## src/rtl/tts_pkg.sv

```systemverilog
package tts_pkg;
  localparam int unsigned ADDR_W  = 64;
  localparam int unsigned TSZ_W   = 6;
  localparam int unsigned TOP_W   = 8;
  localparam int unsigned TBI_BIT = 55;

  typedef enum logic {
    RGN_LO = 1'b0,
    RGN_HI = 1'b1
  } rgn_e;
endpackage

```

## src/rtl/tts_range_mask.sv

```systemverilog
// Marks the address bits that a region of size tsz_i must test.
module tts_range_mask #(
  parameter int unsigned ADDR_W = tts_pkg::ADDR_W,
  parameter int unsigned TSZ_W  = tts_pkg::TSZ_W,
  parameter int unsigned TOP_W  = tts_pkg::TOP_W
) (
  input  logic [TSZ_W-1:0]  tsz_i,
  input  logic              ign_i,
  output logic [ADDR_W-1:0] mask_o
);
  localparam int unsigned BASE_W = ($clog2(ADDR_W) > TSZ_W) ? $clog2(ADDR_W) : TSZ_W;
  localparam int unsigned CMP_W  = BASE_W + 2;
  localparam logic [CMP_W-1:0] LIM = CMP_W'(ADDR_W);

  logic [CMP_W-1:0] tsz_ext;
  logic [CMP_W-1:0] ign_ext;

  assign tsz_ext = CMP_W'(tsz_i);
  assign ign_ext = ign_i ? CMP_W'(TOP_W) : '0;

  // bit b tested when ADDR_W - tsz <= b < ADDR_W - ign
  for (genvar b = 0; b < ADDR_W; b++) begin : g_bit
    localparam logic [CMP_W-1:0] POS = CMP_W'(b);
    assign mask_o[b] = ((POS + tsz_ext) >= LIM) && ((POS + ign_ext) < LIM);
  end
endmodule

```

## src/rtl/tts_region_match.sv

```systemverilog
// ONES=0: all masked bits zero; ONES=1: all masked bits one.
module tts_region_match #(
  parameter int unsigned ADDR_W = tts_pkg::ADDR_W,
  parameter bit          ONES   = 1'b0
) (
  input  logic [ADDR_W-1:0] addr_i,
  input  logic [ADDR_W-1:0] mask_i,
  output logic              hit_o
);
  if (ONES) begin : g_ones
    assign hit_o = &(addr_i | ~mask_i);
  end else begin : g_zero
    assign hit_o = ~|(addr_i & mask_i);
  end
endmodule

```

## src/rtl/tts_prio.sv

```systemverilog
module tts_prio
  import tts_pkg::*;
(
  input  logic [1:0] sized_i,
  input  logic       hit_lo_i,
  input  logic       hit_hi_i,
  input  logic [1:0] dis_i,
  output rgn_e       rgn_o,
  output logic       fault_o
);
  logic gap;

  always_comb begin
    gap   = 1'b0;
    rgn_o = RGN_LO;
    if (sized_i[0] && hit_lo_i)      rgn_o = RGN_LO;
    else if (sized_i[1] && hit_hi_i) rgn_o = RGN_HI;
    else if (!sized_i[0])            rgn_o = RGN_LO;
    else if (!sized_i[1])            rgn_o = RGN_HI;
    else                             gap   = 1'b1;
  end

  always_comb begin
    case (rgn_o)
      RGN_HI:  fault_o = gap | dis_i[1];
      default: fault_o = gap | dis_i[0];
    endcase
  end
endmodule

```

## src/rtl/tts_region_sel.sv

```systemverilog
module tts_region_sel
  import tts_pkg::*;
#(
  parameter int unsigned ADDR_W  = tts_pkg::ADDR_W,
  parameter int unsigned TSZ_W   = tts_pkg::TSZ_W,
  parameter int unsigned TOP_W   = tts_pkg::TOP_W,
  parameter int unsigned TBI_BIT = tts_pkg::TBI_BIT
) (
  input  logic [ADDR_W-1:0] addr_i,
  input  logic [TSZ_W-1:0]  tsz0_i,
  input  logic [TSZ_W-1:0]  tsz1_i,
  input  logic              tbi0_i,
  input  logic              tbi1_i,
  input  logic              dis0_i,
  input  logic              dis1_i,
  output logic              sel_o,
  output logic              fault_o
);
  localparam int unsigned N_RGN = 2;

  logic                ign;
  logic [TSZ_W-1:0]    tsz   [N_RGN];
  logic [ADDR_W-1:0]   mask  [N_RGN];
  logic [N_RGN-1:0]    hit;
  logic [N_RGN-1:0]    sized;
  rgn_e                rgn;

  // ignore enable picked by the sign-like bit, shared by both tests
  assign ign    = addr_i[TBI_BIT] ? tbi1_i : tbi0_i;
  assign tsz[0] = tsz0_i;
  assign tsz[1] = tsz1_i;

  for (genvar r = 0; r < N_RGN; r++) begin : g_rgn
    assign sized[r] = |tsz[r];

    tts_range_mask #(
      .ADDR_W (ADDR_W),
      .TSZ_W  (TSZ_W),
      .TOP_W  (TOP_W)
    ) i_mask (
      .tsz_i  (tsz[r]),
      .ign_i  (ign),
      .mask_o (mask[r])
    );

    tts_region_match #(
      .ADDR_W (ADDR_W),
      .ONES   (r == 1)
    ) i_match (
      .addr_i (addr_i),
      .mask_i (mask[r]),
      .hit_o  (hit[r])
    );
  end

  tts_prio i_prio (
    .sized_i  (sized),
    .hit_lo_i (hit[0]),
    .hit_hi_i (hit[1]),
    .dis_i    ({dis1_i, dis0_i}),
    .rgn_o    (rgn),
    .fault_o  (fault_o)
  );

  assign sel_o = (rgn == RGN_HI);
endmodule

```

## config.mk

```make
export PLATFORM = sky130hd
export DESIGN_NAME = tts_region_sel
export DESIGN_NICKNAME = d
export VERILOG_FILES = /design/src/rtl/tts_pkg.sv /design/src/rtl/tts_range_mask.sv /design/src/rtl/tts_region_match.sv /design/src/rtl/tts_prio.sv /design/src/rtl/tts_region_sel.sv
export SDC_FILE = /design/constraint.sdc
export NUM_CORES = 1
export LEC_CHECK = 0
export ABC_AREA = 1
export BUFFER_PORTS_ARGS = -buffer_cell sky130_fd_sc_hd__buf_4
export CAP_MARGIN = 20
export CORE_AREA = 2 2 80 82
export DETAILED_ROUTE_END_ITERATION = 12
export DIE_AREA = 0 0 82 84
export PLACE_DENSITY = 0.65
export RECOVER_POWER = 100
export SLEW_MARGIN = 10
export SYNTH_ARGS = -nofsm -noshare
export SYNTH_HDL_FRONTEND = slang
export SYNTH_SLANG_ARGS = --single-unit
```

## constraint.sdc

```tcl
create_clock -name vclk -period 1.6
set_clock_uncertainty 0.15 [all_clocks]
set_input_delay 0.16 -clock vclk [all_inputs]
set_output_delay 0.16 -clock vclk [all_outputs]
set_load 0.1 [all_outputs]
```

==> results.json <==
{
  "run_status": "complete, but fails checks",
  "failed_checks": "negative setup slack",
  "worst_pin_slew_ps": 292,
  "timing.critical_path.mode_cell": "nand2_2",
  "finalCriticalPeriod_ps": 2160,
  "setup_ws_ps": -555,
  "ys_seq_area_share_pct": 0,
  "synth.lib_cells_used.distinct": 27,
  "rsz0062_at_grt": "true",
  "grt-ovfl-total": 0,
  "total_die_area_um2": 6890,
  "antenna_found_initial": 0,
  "multi_input_combinational_cell_area_um2": 1980,
  "synth_fp_nets": 539,
  "power.share.switching_pct": 51.6,
  "clock_power_share_pct": 0,
  "comb_power_share_pct": 100.0,
  "total_neg_setup_slack_ps": -1040,
  "syn_area_um2": 2030,
  "worst-endpoint-arrival_ps": 1850,
  "synthesis.yosys.warnings": 0,
  "dpl.hpwl_um": 7560,
  "power_report.internal_total_w": 0.000431,
  "critical_path.max_stage_delay_ps": 170,
  "nets": 687,
  "drc_errors": 0,
  "hold_viol_final": 0,
  "dieWidth_um": 82,
  "die_height_um": 84,
  "timing.fmax_mhz": 464,
  "via_per_inst": 5.00,
  "grt_first_pass_wirelength_um": 14500,
  "routed_wirelength_um": 9420,
  "critical-path-slowest-cell": "buf_12",
  "seqPwrFrac_pct": 0,
  "critical_path_peak_fanout": 7,
  "initial_utilization_pct": 33.3,
  "placement.io_buffers": 81,
  "synth_top_family_by_area": "simple AND/OR/NAND/NOR gates",
  "synth_simple_gate_area_share_pct": 66.4,
  "grt_start_max_net_pins": 15,
  "final_cell_area_um2": 3670,
  "grt_pass1_vias": 3138,
  "globalplace.congestion": 0.997,
  "seq_cell_count": 0,
  "area.growth.synth_to_final_pct": 80.6,
  "dp_worst_setup_slack_ps": -789,
  "post_synth_xor_area_fraction_pct": 0,
  "synth-compound-area-share_pct": 14.0,
  "critPathCapture": "fault_o",
  "timing.slew.headroom_pct": 80.3,
  "worst_ir_drop_vdd_mv": 0.137,
  "max_cap_violations": 0,
  "grtUsageTotal_pct": 26.4,
  "cts-hold-fix-buffers": 0,
  "top_level_ports": 82,
  "postSynthCellCount": 454,
  "hp-class": "input pin to output port",
  "fillers": 631,
  "pleak_nw": 2.04,
  "worstSetupEndpointType": "output port",
  "post-route-period-util_pct": 135,
  "core_region_area_um2": 6100,
  "timing.setup.critical_path_class": "input pin to output port",
  "antenna_cells": 0,
  "drt-initial-drc-count": 244,
  "synth.avg_cell_area_um2": 4.47,
  "switching_power_w": 0.000460,
  "placedInstanceArea_um2": 3200,
  "start_kind": "input pin",
  "holdWs_ps": 564,
  "drv_slew": 0,
  "p_per_area_nw_per_um2": 243,
  "cp.required_ps": 1290,
  "sequential_cell_area_um2": 0,
  "drive_above_1_share_pct": 38.7,
  "crit_path_cell_trace": "buf_8 -> nor2_8 -> buf_12 -> nand2_2 -> nand2_2 -> nand2_2 -> nor2_2 -> nand3_2 -> a21oi_2 -> nand2_2 -> nor2_4 -> nand3_4 -> nand2_2 -> nand3_4 -> buf_12",
  "drtAntennaViolNets": 0,
  "drtPass1Iterations": 5,
  "wl_per_cell_um": 13.9,
  "vias": 3385,
  "synth-adder-area-share_pct": 3.08,
  "fp-row-count": 29,
  "synth.area.mux_share_pct": 0.493,
  "n_clock_buffer": 0,
  "setup.worst_path.start": "tsz1_i[5]",
  "report.final.setup_viol": 2
}
[layout by cell type, fill, tap and decap left out]
cell type / Yosys / final
nand2_1: 192 / 164
buf_4: 0 / 129
inv_1: 65 / 53
nor2_1: 58 / 49
nand3_1: 44 / 39
nand2_2: 4 / 27
a21oi_1: 18 / 16
o21ai_0: 21 / 15
buf_6: 5 / 14
nand4_1: 8 / 8
inv_2: 3 / 7
nor2_4: 1 / 7
nor2_2: 4 / 7
o21ai_1: 1 / 7
inv_4: 0 / 6
nand2_4: 1 / 6
o211ai_1: 5 / 5
buf_12: 0 / 5
o21bai_1: 4 / 4
ha_4: 0 / 4
buf_8: 0 / 4
nand3_2: 0 / 3
nor3_1: 3 / 3
or2_2: 3 / 2
a21oi_2: 0 / 2
nand3_4: 0 / 2
inv_6: 0 / 1
nand2_8: 0 / 1
or2_4: 0 / 1
or2_1: 1 / 1
nand3b_1: 1 / 1
o21ai_4: 0 / 1
nor2_8: 1 / 1
mux2i_1: 1 / 1
a21o_1: 1 / 1
clkinvlp_4: 0 / 1
ha_1: 5 / 1
clkbuf_16: 0 / 1
[cells by family (layout without fill, tap and decap cells)]
kind of cell / after synthesis / in the layout
buffers and inverters: 76 / 221
adder cells (fa/ha/maj): 5 / 5
AND/OR/NAND/NOR: 321 / 322
AO/OA/AOI/OAI: 51 / 51
multiplexers: 1 / 1
[area by class of cell]
class	count	area share (%)
timing repair buffer	153	35.8
inverter	68	7.61
multi-input combinational	379	54.0
tap	77	2.63
[synth_stat cells (all sizes together)]
library cell,instances,area (um^2)
clkbuf,1,3.75
buf,7,66.3
a21oi,18,90.1
o211ai,5,37.5
nor3,3,15.0
a21o,1,7.51
nor2,64,274
inv,68,255
nand3b,1,7.51
ha,5,62.6
o21bai,4,30.0
nand3,44,220
nand4,8,50.1
nand2,197,757
mux2i,1,10.0
o21ai,23,119
or2,4,25.0
[worst min path at each step]
stage,to,start,depth (start not counted),slack [ps]
floorplan,fault_o,dis0_i,2,440
global placement,fault_o,dis0_i,4,620
detailed placement,fault_o,dis0_i,4,630
CTS,fault_o,dis0_i,4,560
global route,fault_o,dis0_i,4,580
finish,fault_o,dis0_i,4,560
[per-stage QoR]
step	utilization [%]	total power, W	instances
floorplan	-	0.000358	454
global placement	52.6	0.000743	666
detailed placement	52.6	0.000749	666
CTS	57.2	0.000822	672
global route	60.2	0.000967	677
finish	60.2	0.000890	677
[critical path, delay by kind of cell]
kind                   cells  cell delay [ps]
AOI/OAI and AO/OA          1              160
buffers and inverters      3              440
and+or+nand+nor           11             1070
[metal layers]
metal / GRT usage, % / vias up / wire [um]
li1: - / 1717 / -
met5: 0 / - / 0
met4: 6.97 / 0 / 201
met2: 46.2 / 140 / 4600
met1: 34.7 / 1510 / 4000
met3: 0.866 / 18 / 616
[what timing repair did]
item,4_1_cts,5_1_grt
pin swaps,35,32
resized for setup,71,39
cloned,1,1
endpoints found under the hold margin,0,0
setup endpoints to repair,2,2
setup buffers,5,4
[power by group through the flow]
stage               Clock [W]  Combinational [W]  Sequential, W
floorplan                   0           0.000358              0
global placement            0           0.000743              0
detailed placement          0           0.000749              0
CTS                         0           0.000822              0
global route                0           0.000967              0
finish                      0           0.000890              0
No activity file was read; power rests on OpenSTA's default activity.
